**src/rtl/vcpu_irq_if.sv**
```systemverilog
module vcpu_irq_if #(
  parameter int NUM_LR = 4,
  parameter int ID_W   = 10,
  parameter int PRIO_W = 5,
  parameter int CNT_W  = 5
) (
  input  logic                          clk,
  input  logic                          rst_n,
  input  logic                          bus_valid,
  input  logic                          bus_write,
  input  logic [1:0]                    bus_op,
  input  logic [ID_W-1:0]               bus_wdata,
  output logic [ID_W-1:0]               bus_rdata,
  input  logic                          lr_we,
  input  logic [$clog2(NUM_LR)-1:0]     lr_idx,
  input  logic [2*ID_W+PRIO_W+2:0]      lr_wdata,
  output logic [2*ID_W+PRIO_W+2:0]      lr_rdata,
  output logic [(1<<PRIO_W)-1:0]        apr_o,
  output logic [7:0]                    run_prio_o,
  output logic [CNT_W-1:0]              eoi_cnt_o,
  output logic                          split_eoi_o,
  output logic                          hw_deact_o,
  output logic [ID_W-1:0]               hw_deact_id_o
);
  localparam int IDX_W   = $clog2(NUM_LR);
  localparam int NAPR    = 1 << PRIO_W;
  localparam int SHIFT   = 8 - PRIO_W;
  localparam int PID_LO  = ID_W;
  localparam int PRI_LO  = 2 * ID_W;
  localparam int PEND_B  = 2 * ID_W + PRIO_W;
  localparam int ACT_B   = PEND_B + 1;
  localparam int HW_B    = PEND_B + 2;
  localparam logic [1:0] OP_ACK = 2'd0;
  localparam logic [1:0] OP_EOI = 2'd1;
  localparam logic [1:0] OP_DIR = 2'd2;
  localparam logic [1:0] OP_CTL = 2'd3;
  localparam logic [ID_W-1:0] SPURIOUS = '1;

  logic [NUM_LR-1:0][ID_W-1:0]   vid_q, pid_q;
  logic [NUM_LR-1:0][PRIO_W-1:0] pri_q;
  logic [NUM_LR-1:0]             pend_q, act_q, hw_q;
  logic [NAPR-1:0]               apr_q;
  logic [CNT_W-1:0]              cnt_q;
  logic                          split_q;

  logic              apr_any;
  logic [PRIO_W-1:0] apr_lo;
  logic              best_ok, ack_hit;
  logic [IDX_W-1:0]  best_idx;
  logic [7:0]        best_pri;
  logic              mt_ok;
  logic [IDX_W-1:0]  mt_idx;

  assign apr_any     = |apr_q;
  assign apr_o       = apr_q;
  assign eoi_cnt_o   = cnt_q;
  assign split_eoi_o = split_q;
  assign run_prio_o  = apr_any ? {apr_lo, {SHIFT{1'b0}}} : 8'hFF;
  assign ack_hit     = best_ok && (best_pri < run_prio_o);

  assign lr_rdata = {hw_q[lr_idx], act_q[lr_idx], pend_q[lr_idx],
                     pri_q[lr_idx], pid_q[lr_idx], vid_q[lr_idx]};

  always_comb begin
    apr_lo = '0;
    for (int i = NAPR - 1; i >= 0; i--)
      if (apr_q[i]) apr_lo = i[PRIO_W-1:0];
  end

  always_comb begin
    best_ok  = 1'b0;
    best_idx = '0;
    best_pri = 8'hFF;
    for (int i = NUM_LR - 1; i >= 0; i--)
      if (pend_q[i] && ({pri_q[i], {SHIFT{1'b0}}} <= best_pri)) begin
        best_ok  = 1'b1;
        best_idx = i[IDX_W-1:0];
        best_pri = {pri_q[i], {SHIFT{1'b0}}};
      end
  end

  always_comb begin
    mt_ok  = 1'b0;
    mt_idx = '0;
    for (int i = NUM_LR - 1; i >= 0; i--)
      if ((pend_q[i] || act_q[i]) && (vid_q[i] == bus_wdata)) begin
        mt_ok  = 1'b1;
        mt_idx = i[IDX_W-1:0];
      end
  end

  always_ff @(posedge clk) begin
    if (!rst_n) begin
      vid_q         <= '0;
      pid_q         <= '0;
      pri_q         <= '0;
      pend_q        <= '0;
      act_q         <= '0;
      hw_q          <= '0;
      apr_q         <= '0;
      cnt_q         <= '0;
      split_q       <= 1'b0;
      bus_rdata     <= '0;
      hw_deact_o    <= 1'b0;
      hw_deact_id_o <= '0;
    end else begin
      hw_deact_o <= 1'b0;
      if (bus_valid && !bus_write) begin
        if (bus_op == OP_ACK) begin
          if (ack_hit) begin
            act_q[best_idx]         <= 1'b1;
            pend_q[best_idx]        <= 1'b0;
            apr_q[pri_q[best_idx]]  <= 1'b1;
            bus_rdata               <= vid_q[best_idx];
          end else begin
            bus_rdata <= SPURIOUS;
          end
        end else if (bus_op == OP_CTL) begin
          bus_rdata <= {{(ID_W-1){1'b0}}, split_q};
        end else begin
          bus_rdata <= '0;
        end
      end
      if (bus_valid && bus_write) begin
        case (bus_op)
          OP_EOI: begin
            if (apr_any) apr_q[apr_lo] <= 1'b0;
            if (!split_q) begin
              if (mt_ok) begin
                act_q[mt_idx] <= 1'b0;
                if (hw_q[mt_idx] && act_q[mt_idx]) begin
                  hw_deact_o    <= 1'b1;
                  hw_deact_id_o <= pid_q[mt_idx];
                end
              end else if (apr_any) begin
                cnt_q <= cnt_q + 1'b1;
              end
            end
          end
          OP_DIR: begin
            if (split_q) begin
              if (mt_ok) begin
                act_q[mt_idx] <= 1'b0;
                if (hw_q[mt_idx] && act_q[mt_idx]) begin
                  hw_deact_o    <= 1'b1;
                  hw_deact_id_o <= pid_q[mt_idx];
                end
              end else begin
                cnt_q <= cnt_q + 1'b1;
              end
            end
          end
          OP_CTL:  split_q <= bus_wdata[0];
          default: ;
        endcase
      end
      if (lr_we) begin
        vid_q[lr_idx]  <= lr_wdata[ID_W-1:0];
        pid_q[lr_idx]  <= lr_wdata[PID_LO +: ID_W];
        pri_q[lr_idx]  <= lr_wdata[PRI_LO +: PRIO_W];
        pend_q[lr_idx] <= lr_wdata[PEND_B];
        act_q[lr_idx]  <= lr_wdata[ACT_B];
        hw_q[lr_idx]   <= lr_wdata[HW_B];
      end
    end
  end
endmodule


```
**config.mk**
```make
export PLATFORM = sky130hd
export DESIGN_NAME = vcpu_irq_if
export DESIGN_NICKNAME = d
export VERILOG_FILES = /design/src/rtl/vcpu_irq_if.sv
export SDC_FILE = /design/constraint.sdc
export NUM_CORES = 1
export LEC_CHECK = 0
export BUFFER_PORTS_ARGS = -buffer_cell sky130_fd_sc_hd__buf_2
export CAP_MARGIN = 20
export CORE_AREA = 2 2 145 147
export CTS_CLUSTER_DIAMETER = 100
export CTS_CLUSTER_SIZE = 12
export DETAILED_ROUTE_END_ITERATION = 12
export DIE_AREA = 0 0 147 149
export HOLD_SLACK_MARGIN = 0.08
export PLACE_DENSITY = 0.7
export SETUP_SLACK_MARGIN = 0.5
export SLEW_MARGIN = 10
export SYNTH_ARGS = -nofsm -noshare
export SYNTH_HDL_FRONTEND = slang
export SYNTH_SLANG_ARGS = --single-unit
```
**constraint.sdc**
```tcl
create_clock -name clk -period 9.45 [get_ports clk]
set_input_delay 1.4175 -clock clk [delete_from_list [all_inputs] [get_ports clk]]
set_output_delay 1.4175 -clock clk [all_outputs]
set_load 0.005 [all_outputs]
```
Word level (Yosys, flattened, before mapping)
Index checks and enable logic that the tools add are counted. Widths: inputs -> output; s select.

Add/sub/neg operators: 1. $lt $le $gt $ge: 15. Equal/unequal tests: 12. Mux-type cells: 137. Reductions and logical operators: 29. Bitwise logic cells: 8.

Operators by type and width (number): $mux 32 (7); $mux 5 (40); $mux 10 (11); $bmux 10 s2 (4); $bwmux 40 (2); $mux 4 (15); $eq 10x10->1 (4); $mux 8 (5); $and 32x32->32 (1); $not 32->32 (1); $or 32x32->32 (1); $reduce_or 32->1 (1); $le 8x8->1 (3); $mux 1 (23); $bmux 5 s2 (2); $bwmux 20 (1); $demux 10 s2 (1); $pmux 10 s2 (1); $logic_and 1x1->1 (17); $mux 2 (8); $bwmux 4 (3); $lt 5x6->1 const B (2); $bmux 1 s2 (5); $demux 1 s5 (2); 24 further kinds (42).

Register bits: 171. Input bits: 47. Output and inout bits: 95. Logic and storage cells: 223.

Logic depth before layout (Yosys ltp)
Gate-level depths: netlist of run 1.

Depth in word-level cells: 47. Mapped depth: 34. Depth with buffers taken out: 30.

Worst setup path after synthesis of run 1
No wires, ideal clock.

Path type: flip-flop to flip-flop. Start point: register pend_q[3]. End point: register apr_q[1] (netlist: apr_o[1]). Library setup time: 0.060 ns. Arrival time: 6.641 ns. Path buffers: 4. Stages on the path, launching flop included: 34. Clock period less this slack: 6.701 ns. Data required time: 9.390 ns. Slack: 2.749 ns. Path through: dfxtp_1 inv_2 nor2_1 ha_1 a21oi_2 o221a_4 o21ai_1 buf_2 o21ai_0 ha_1 and4_1 and3_1 a22oi_2 nand2_1 clkbuf_1 nor2_1 a21oi_1 ha_1 and4_4 a31oi_4 nand2_4 nor4_2 a22oi_1 a21boi_0 ha_1 o21a_1 o21ai_0 a21oi_1 a2111oi_4 or3b_1 buf_2 buf_2 nor4_1 o221a_1.

Cells in the longest elaborated chain, start to end: 26. Elaborated cells between the ends (all ways): 37. Classes of those cells: 6 x order compare; 23 x mux; 2 x bitwise; 6 x reduce/logical.

RTL lines: from (decl) (RTL line 41) `logic [NUM_LR-1:0] pend_q, act_q, hw_q;`; from (signal, indexed assignment) (RTL line 161) `pend_q[lr_idx] <= lr_wdata[PEND_B];`; $logic_and 1x1->1 (*) (RTL line 75) `if (pend_q[i] && ({pri_q[i], {SHIFT{1'b0}}} <= best_pri)) begin`; $mux 8 (RTL line 75); $le 8x8->1 (RTL line 75); $logic_and 1x1->1 (RTL line 75); $mux 8 (RTL line 75); $le 8x8->1 (RTL line 75); $logic_and 1x1->1 (RTL line 75); $mux 8 (RTL line 75); (+10 left out); $mux 32 (*) (RTL line 110) `if (ack_hit) begin`; $mux 32 (*) (RTL line 109) `if (bus_op == OP_ACK) begin`; $mux 32 (*) (RTL line 108) `if (bus_valid && !bus_write) begin`; $mux 32 (*) (RTL line 93) `if (!rst_n) begin`; $and 32x32->32 (no source line); $mux 32 (RTL line 127) `if (apr_any) apr_q[apr_lo] <= 1'b0;`; $mux 32 (RTL line 125) `case (bus_op)`; $mux 32 (*) (RTL line 124) `if (bus_valid && bus_write) begin`; to (signal assigned) (RTL line 100) `apr_q <= '0;`; to (signal, indexed assignment) (RTL line 113) `apr_q[pri_q[best_idx]] <= 1'b1;`; to (signal, indexed assignment) (RTL line 127); to (decl) (RTL line 42) `logic [NAPR-1:0] apr_q;`.

Every way passes the cells marked *; elsewhere a longest branch is shown, timed or not. The select of a mux whose other input is x is not followed. A chain may end at the register's enable or synchronous reset.

Worst setup path in the final report of run 1
Start point: register pend_q[3]. End point: register apr_q[20] (netlist: apr_o[20]).

Same word-level chain as after synthesis.

==> results of run 1 <==
==> routing by layer <==
| layer | up-vias | GRT usage | share of wire |
|---|---|---|---|
| met5 | - | 0 | 0 |
| met4 | 0 | 0.116 | 0.028 |
| met3 | 70 | 0.0382 | 0.072 |
| met2 | 457 | 0.487 | 0.48 |
| met1 | 4729 | 0.382 | 0.42 |
| li1 | 4615 | - | - |
==> path summary, 6_finish.rpt <==
| check | from | endpoint | slack [ps] |
|---|---|---|---|
| setup / recovery | pend_q[3] | apr_o[20] | 1530 |
| hold / removal | hw_deact_id_o[1] | hw_deact_id_o[1] | 460 |
| setup reg to reg | pend_q[3] | apr_o[20] | 1530 |
| hold reg to reg | hw_deact_id_o[1] | hw_deact_id_o[1] | 460 |
==> synth_stat cells (5+ instances only) <==
| cell type | number | area, sq um |
|---|---|---|
| nand2_1 | 283 | 1060 |
| dfxtp_1 | 171 | 3420 |
| a21oi_1 | 150 | 751 |
| clkbuf_1 | 68 | 255 |
| nor2_1 | 57 | 214 |
| inv_1 | 39 | 146 |
| nand3_1 | 33 | 165 |
| o21ai_0 | 33 | 165 |
| xor2_1 | 29 | 254 |
| mux4_2 | 28 | 631 |
| ha_1 | 27 | 338 |
| nor4_1 | 27 | 169 |
| o221a_2 | 18 | 203 |
| xnor2_1 | 15 | 131 |
| mux2i_1 | 13 | 130 |
| nor3_1 | 12 | 60.1 |
| a22oi_1 | 11 | 82.6 |
| mux2_2 | 10 | 113 |
| a31oi_1 | 9 | 56.3 |
| a211oi_1 | 8 | 60.1 |
| a41oi_1 | 8 | 70.1 |
| and2_1 | 8 | 50.1 |
| buf_1 | 8 | 30.0 |
| nand4_1 | 8 | 50.1 |
| nor4b_1 | 7 | 61.3 |
| o211ai_1 | 7 | 52.6 |
| and3_1 | 6 | 37.5 |
| o221a_1 | 6 | 67.6 |
| or2_2 | 6 | 37.5 |
| a221oi_1 | 5 | 43.8 |
| nand3b_1 | 5 | 37.5 |
| or4_1 | 5 | 37.5 |
| or4b_1 | 5 | 50.1 |
==> flip-flops by register name (all words and copies together), names as in the netlist, 4 cells and up <==
name,flops
hw_deact_id_o,10
eoi_cnt_o,5
act_q,4
vid_q,40
pend_q,4
apr_o,32
bus_rdata,10
hw_q,4
pid_q,40
pri_q,20
==> kinds of logic after synthesis <==
group | Yosys count | synth area share
and+or+nand+nor | 497 | 0.234
muxes | 52 | 0.0887
adders and majority gates | 27 | 0.0339
DFF | 171 | 0.343
xor gates and xnor gates | 44 | 0.0387
buffers and inverters | 122 | 0.0472
AOI/OAI and AO/OA | 314 | 0.214
==> area by class of cell <==
cell class                 count  area (sq um)
inverter                      40           153
clock buffer                  17           425
sequential                   171          3420
clock inverter                15           179
fill                        1935          9120
timing repair buffer         156           822
multi-input combinational    934          6090
tap                          275           344
==> metrics by stage <==
step | power (W) | cells | setup slack, ps | hold slack (ps)
CTS | 0.00168 | 1605 | 820 | 461
global placement | 0.000969 | 1572 | 1170 | 446
global route | 0.00173 | 1608 | 861 | 488
finish | 0.00168 | 1608 | 1530 | 457
floorplan | 0.000901 | 1227 | 2750 | 443
detailed placement | 0.000973 | 1573 | 874 | 449
==> power groups by stage <==
stage          clock [W]  sequential (W)  combinational [W]
2_1_floorplan          0        0.000766           0.000135
3_3_place_gp           0        0.000773           0.000196
3_5_place_dp           0        0.000774           0.000199
4_1_cts         0.000728        0.000757           0.000200
5_1_grt         0.000753        0.000759           0.000221
6_report        0.000723        0.000758           0.000203
==> worst max-delay path, delay by kind of cell (launching register included) <==
family          cells  cell delay (ps)
flops               1              480
fa+ha+maj           4             1290
simple gates       10             2910
compound gates     13             3020
buf+inv             1              150
==> flow_metrics.py, run 1 <==
metrics = {
    "sta": {
        "finalCritPeriodShare": 0.838,
        "period_minus_slack_ps": 7920,
        "worst_pin_slew_ps": 975,
        "grt_setup_unrepaired": "no",
        "setup_tns_ps": 0,
        "max_slew_margin": 0.333,
        "slew_violations": 0,
        "setup_viol": 0,
        "fin_skew_ps": 13.4,
        "max_freq_ghz": 0.126,
        "hold_viol": 0,
    },
    "final_layout": {
        "drive_above_1_share": 0.211,
        "finalInstanceArea_sq_mm": 0.0114,
        "most-common-layout-cells": "283 x nand2_1, 171 x dfxtp_1, 150 x a21oi_1",
        "insertedDiodeCount": 0,
        "utilization": 0.556,
        "area_growth_pct": 14.7,
        "final_common_cell": "nand2_1",
        "fin_nets": 1394,
    },
    "cts": {
        "clock_latency_ps": 440,
        "post_cts_buffers": 0,
        "htreeDepth": 4,
        "cts_buffers": 17,
        "ctsHoldBuffers": 0,
        "clock-sinks": 171,
        "clock_path_buffers": 2,
        "root_buffer": "clkbuf_16",
        "cts_resized": 0,
        "clk_pin_slew_ps": 70,
        "cts_tree": "built",
    },
    "floorplanning": {
        "rows": 53,
        "fp.coreArea_sq_mm": 0.0206,
        "start_util": 0.485,
        "fp.dieH_microns": 149,
        "dieArea_sq_mm": 0.0219,
        "io_pins": 142,
        "die_w_microns": 147,
    },
    "critical_path": {
        "max_stage_delay_ps": 680,
        "cp_max_fo": 16,
        "startpoint_type": "flip-flop",
        "cpMaxStageDelayCell": "or3b_1",
        "crit_top_cell": "ha_1",
        "critical_path_class": "flip-flop to flip-flop",
        "end_kind": "flip-flop",
        "worst_r2r_path_depth": 28,
        "critPathArrivalTime_ps": 8300,
        "cp_data_required_time_ps": 9840,
    },
    "power": {
        "p_clk_frac": 0.429,
        "ir_worst_vdd_v": 0.000132,
        "powerDensity_mw_per_mm2": 147,
        "p_int_w": 0.00119,
        "combPwrFrac": 0.121,
        "power_switching_w": 0.000493,
        "p_seq_frac": 0.450,
        "p_sw_frac": 0.293,
        "power.leakage_nw": 4.50,
    },
    "yosys": {
        "yosysWarningCount": 0,
        "synthDistinctLibCells": 84,
        "ys_ff_latch": 171,
        "syn_area_per_cell_sq_um": 8.12,
        "netlist_instances": 1227,
        "syn_area_sq_mm": 0.00997,
        "yosysSeqAreaShare": 0.343,
        "syn_nets": 1301,
        "async_flop_share": 0,
        "synth_ff_type": "dfxtp_1",
        "synth_edf_count": 0,
    },
    "detailed_routing": {
        "vias": 9871,
        "avgViaCountPerCell": 6.14,
        "routed_wl_mm": 32.2,
        "wl_per_cell_microns": 20.0,
        "postRouteAntennaNets": 0,
        "drtIter0Drc": 1086,
        "drc_errors": 0,
        "drt_first_pass_iters": 5,
    },
    "hold_path": {
        "hold_path_class": "flip-flop to flip-flop",
        "whs_path_depth": 2,
    },
    "run_status": {
        "status": "complete, no violations",
    },
    "place": {
        "dpl.hpwl_mm": 22.3,
        "io_buffers": 141,
        "postPlaceCellArea_sq_mm": 0.0108,
        "gp_congestion": 0.946,
    },
    "global_route": {
        "grt_pass1_vias": 9278,
        "grt_pass1_wl_mm": 50.5,
        "antenna_found_initial": 0,
        "track_usage": 0.290,
        "gr-total-overflow": 0,
        "grt_max_degree": 85,
    },
    "run": {
        "cap_violations": 0,
    },
}
Power figures use the tool's default switching activity.
==> inputs of run 2 (changes only) <==
PLACE_DENSITY = 0.73   (was 0.7)
clock period = 7.04 ns   (was 9.45 ns; I/O delays follow)
==> run 2 against run 1 <==
Compared with the run above:
- combinational power increased by 54%
- critical path depth increased by 2
- flip-flop and latch count unchanged
- setup slack got worse by 820 ps
- count of clock-buffer cells in the layout increased by 3
- global-route usage increased by 0.67 points
- via count increased by 3.2%
- wire length increased by 4.8%
- sequential share of layout area decreased by 1.3 points
- clock power increased by 33%
- register-to-register slack got worse by 820 ps
==> flow_metrics.py, run 2 (synthesis results as in run 1) <==
metrics = {
    "global_route": {
        "grt_pass1_wl_mm": 51.6,
        "track_usage": 0.297,
        "antenna_found_initial": 2,
        "gr-total-overflow": 0,
        "grt_pass1_vias": 9537,
        "grt_max_degree": 100,
    },
    "detailed_routing": {
        "drtIter0Drc": 1101,
        "drt_first_pass_iters": 5,
        "drc_errors": 0,
        "avgViaCountPerCell": 6.20,
        "vias": 10188,
        "routed_wl_mm": 33.7,
        "wl_per_cell_microns": 20.5,
        "postRouteAntennaNets": 0,
    },
    "critical_path": {
        "end_kind": "flip-flop",
        "cp_max_fo": 8,
        "critical_path_class": "flip-flop to flip-flop",
        "cpMaxStageDelayCell": "or3b_4",
        "max_stage_delay_ps": 470,
        "cp_data_required_time_ps": 7410,
        "r2r_slack_ps": 710,
        "startpoint_type": "flip-flop",
        "critPathArrivalTime_ps": 6700,
    },
    "final_layout": {
        "final_cells": 1644,
        "area_growth_pct": 20.1,
        "drive_above_1_share": 0.261,
        "fin_nets": 1428,
        "final_common_cell": "nand2_1",
        "finalInstanceArea_sq_mm": 0.0120,
        "utilization": 0.582,
        "fillers": 1845,
        "most-common-layout-cells": "280 x nand2_1, 170 x dfxtp_1, 144 x a21oi_1",
    },
    "sta": {
        "whs_ps": 457,
        "setup_viol": 0,
        "finalCritPeriodShare": 0.899,
        "worst_pin_slew_ps": 1090,
        "setup_ws_ps": 711,
        "fin_skew_ps": 14.7,
        "slew_violations": 0,
        "max_slew_margin": 0.269,
        "period_minus_slack_ps": 6330,
        "max_freq_ghz": 0.158,
        "grt_setup_unrepaired": "no",
        "hold_viol": 0,
    },
    "hold_path": {
        "hold_path_class": "flip-flop to flip-flop",
    },
    "cts": {
        "clk_pin_slew_ps": 70,
        "root_buffer": "clkbuf_16",
        "htreeDepth": 4,
        "cts_tree": "built",
        "clock_latency_ps": 440,
        "cts_buffers": 17,
        "clock_path_buffers": 2,
        "clock-sinks": 171,
    },
    "run_status": {
        "status": "complete, no violations",
    },
    "place": {
        "place_inst": 1579,
        "io_buffers": 141,
        "gp_congestion": 0.973,
        "dpl.hpwl_mm": 22.4,
        "place_ws_ps": -237,
        "postPlaceCellArea_sq_mm": 0.0109,
    },
    "floorplanning": {
        "rows": 53,
        "io_pins": 142,
        "dieArea_sq_mm": 0.0219,
        "fp.coreArea_sq_mm": 0.0206,
        "start_util": 0.485,
        "fp.dieH_microns": 149,
        "die_w_microns": 147,
    },
    "power": {
        "powerDensity_mw_per_mm2": 192,
        "ir_worst_vdd_v": 0.000162,
        "power.leakage_nw": 4.71,
    },
    "run": {
        "cap_violations": 0,
    },
}
==> run 2: area by class of cell <==
cell class                      count  area [sq um]  share of cell area
Clock buffer                       20           457              0.0382
Antenna cell                        3          7.51            0.000627
Clock inverter                     11           135              0.0113
Sequential cell                   171          3420               0.286
Tap cell                          275           344              0.0288
Timing Repair Buffer              187          1060              0.0882
Inverter                           40           158              0.0132
Multi-Input combinational cell    937          6390               0.534
==> run 2: per-layer routing <==
layer,wire length (microns),global-route usage
met3,2660,0.0465
met1,13300,0.378
met4,1300,0.131
met2,16400,0.502
met5,0,0
==> run 2: worst paths after layout <==
kind / startpoint / to / cells after the start
worst min-delay path: hw_deact_id_o[1] / hw_deact_id_o[1] / 2
worst min register to register: hw_deact_id_o[1] / hw_deact_id_o[1] / 2
worst max register to register: pend_q[3] / apr_o[13] / 30
worst max-delay path: pend_q[3] / apr_o[13] / 30
==> run 2: per-stage QoR <==
step	total power (W)	setup TNS (ps)
finish	0.00229	0
global route	0.00236	0
CTS	0.00227	0
detailed placement	0.00131	-2370
global placement	0.00131	0
floorplan	0.00121	0
==> run 2: repair_timing <==
item,CTS,global route
endpoints found under the setup margin,50,50
setup buffers,8,18
gates cloned,1,3
hold endpoints to repair,0,0
hold buffers,0,0
pin swaps,6,15
gates resized for setup,26,41
==> run 2: critical path: cells and delay by family, from the launching register on <==
kind / cells / cell delay [ps]
flip-flops: 1 / 350
AND/OR/NAND/NOR: 9 / 1940
AO/OA/AOI/OAI: 14 / 2340
adder cells (fa/ha/maj): 4 / 1210
buffers and inverters: 3 / 450
==> run 2: where the power goes <==
group          switching [W]  internal [W]  leakage [nW]
combinational       0.000193      0.000120          3.03
clock               0.000415      0.000546         0.285
sequential         0.0000286      0.000991          1.39
==> inputs of run 3 (changes only) <==
CORE_AREA = 2 2 141 143   (was 2 2 145 147)
DIE_AREA = 0 0 143 145   (was 0 0 147 149)
PLACE_DENSITY = 0.76   (was 0.73)
==> run 3 against run 2 <==
Compared with the run above:
- critical path type unchanged
- critical endpoint is now apr_o[21]
- utilization grew 4.5 points
- flip-flop and latch count did not move
- largest power group unchanged
- total power is 1.1% higher
- cell area up 0.70%
- die area down 5.3%
- clock skew fell by 3.0 ps
==> flow_metrics.py, run 3 (synthesis results as in run 1) <==
metrics = {
    "run": {
        "cap_violations": 0,
    },
    "floorplanning": {
        "start_util": 0.519,
        "io_pins": 142,
        "rows": 51,
        "fp.dieH_microns": 145,
        "dieArea_sq_mm": 0.0207,
        "fp.coreArea_sq_mm": 0.0192,
        "die_w_microns": 143,
    },
    "critical_path": {
        "cp_max_fo": 10,
        "cp_data_required_time_ps": 7420,
        "cpMaxStageDelayCell": "or3b_4",
        "startpoint_type": "flip-flop",
        "critPathArrivalTime_ps": 6880,
        "critical_path_class": "flip-flop to flip-flop",
        "crit_top_cell": "ha_1",
        "max_stage_delay_ps": 480,
        "end_kind": "flip-flop",
    },
    "final_layout": {
        "utilization": 0.627,
        "fillers": 1655,
        "finalInstanceArea_sq_mm": 0.0121,
        "final_common_cell": "nand2_1",
        "area_growth_pct": 20.9,
        "drive_above_1_share": 0.265,
        "most-common-layout-cells": "282 x nand2_1, 170 x dfxtp_1, 144 x a21oi_1",
        "fin_nets": 1428,
    },
    "cts": {
        "root_buffer": "clkbuf_16",
        "clock_latency_ps": 440,
        "cts_buffers": 17,
        "clock_path_buffers": 2,
        "ctsHoldBuffers": 0,
        "clk_pin_slew_ps": 70,
        "clock-sinks": 171,
        "htreeDepth": 4,
        "cts_tree": "built",
    },
    "place": {
        "postPlaceCellArea_sq_mm": 0.0108,
        "dpl.hpwl_mm": 21.8,
        "gp_congestion": 0.988,
        "io_buffers": 141,
    },
    "detailed_routing": {
        "drt_first_pass_iters": 6,
        "drc_errors": 0,
        "drtIter0Drc": 1229,
        "wl_per_cell_microns": 20.5,
        "vias": 10388,
        "postRouteAntennaNets": 0,
        "routed_wl_mm": 33.4,
        "avgViaCountPerCell": 6.36,
    },
    "sta": {
        "slew_violations": 0,
        "max_freq_ghz": 0.154,
        "fin_skew_ps": 11.7,
        "grt_setup_unrepaired": "no",
        "finalCritPeriodShare": 0.923,
        "worst_pin_slew_ps": 1160,
        "period_minus_slack_ps": 6500,
        "hold_viol": 0,
        "max_slew_margin": 0.227,
        "setup_viol": 0,
    },
    "power": {
        "p_int_w": 0.00168,
        "p_sw_frac": 0.277,
        "powerDensity_mw_per_mm2": 192,
        "ir_worst_vdd_v": 0.000178,
        "p_clk_frac": 0.423,
        "power_switching_w": 0.000643,
        "combPwrFrac": 0.137,
        "p_seq_frac": 0.440,
        "power.leakage_nw": 4.71,
    },
    "global_route": {
        "gr-total-overflow": 0,
        "grt_pass1_vias": 9597,
        "track_usage": 0.310,
        "antenna_found_initial": 1,
        "grt_max_degree": 77,
        "grt_pass1_wl_mm": 51.3,
    },
    "run_status": {
        "status": "complete, no violations",
    },
    "hold_path": {
        "hold_path_class": "flip-flop to flip-flop",
    },
}
[run 3: changes by cell type in the layout (fill, tap and decap cells not counted), moves of 3 or more]
cell,delta
o21ai_1,+3
ha_1,-3
ha_4,+3
o21ai_2,-3
nor2_1,-3
[run 3: cell type report]
cell class              count  area [sq um]  share of cell area
diodes                      2          5.00            0.000415
multi-input cells         936          6440               0.535
clock inverters            12           151              0.0126
inverters                  40           158              0.0131
repair buffers            187          1060              0.0881
flip-flops and latches    171          3430               0.284
well taps                 265           332              0.0275
repair inverters            1          5.00            0.000415
clock buffers              20           467              0.0387
[run 3: worst paths after layout]
| kind | cells after the start | slack (ps) | startpoint | endpoint |
|---|---|---|---|---|
| setup / recovery | 31 | 540 | pend_q[3] | apr_o[21] |
| hold / removal | 2 | 460 | hw_deact_id_o[1] | hw_deact_id_o[1] |
| setup reg to reg | 31 | 540 | pend_q[3] | apr_o[21] |
| hold reg to reg | 2 | 460 | hw_deact_id_o[1] | hw_deact_id_o[1] |
[run 3: metal layers]
layer / GRT usage / share of wire
met4: 0.129 / 0.046
met1: 0.405 / 0.39
met5: 0 / 0
met2: 0.497 / 0.47
met3: 0.0627 / 0.093
[run 3: critical path: cells and delay by family, from the launching register on]
| kind | cells | cell delay [ps] |
|---|---|---|
| buffers and inverters | 3 | 460 |
| AOI/OAI and AO/OA | 14 | 2350 |
| adders and majority gates | 4 | 1230 |
| and+or+nand+nor | 10 | 2020 |
| DFF | 1 | 380 |
[run 3: power by group through the flow]
stage | combinational [W] | sequential, W | clock, W
4_1_cts | 0.000286 | 0.00102 | 0.000989
5_1_grt | 0.000338 | 0.00102 | 0.00103
2_1_floorplan | 0.000181 | 0.00103 | 0
6_report | 0.000318 | 0.00102 | 0.000981
3_3_place_gp | 0.000265 | 0.00104 | 0
3_5_place_dp | 0.000268 | 0.00104 | 0
[run 3: stage by stage]
step                cells  setup TNS (ps)  power [W]  worst slack (ps)  hold WS, ps
floorplan            1227               0    0.00121               512          443
global route         1633               0    0.00239               339          485
detailed placement   1567            -734    0.00131              -125          450
global placement     1567               0    0.00130               160          445
CTS                  1611               0    0.00229               540          459
finish               1634               0    0.00232               544          459
[run 3: what timing repair did]
action / CTS / global route
endpoints found under the setup margin: 49 / 50
setup buffers: 9 / 19
gates resized for setup: 26 / 51
cloned: 3 / 1
pin swaps: 8 / 18
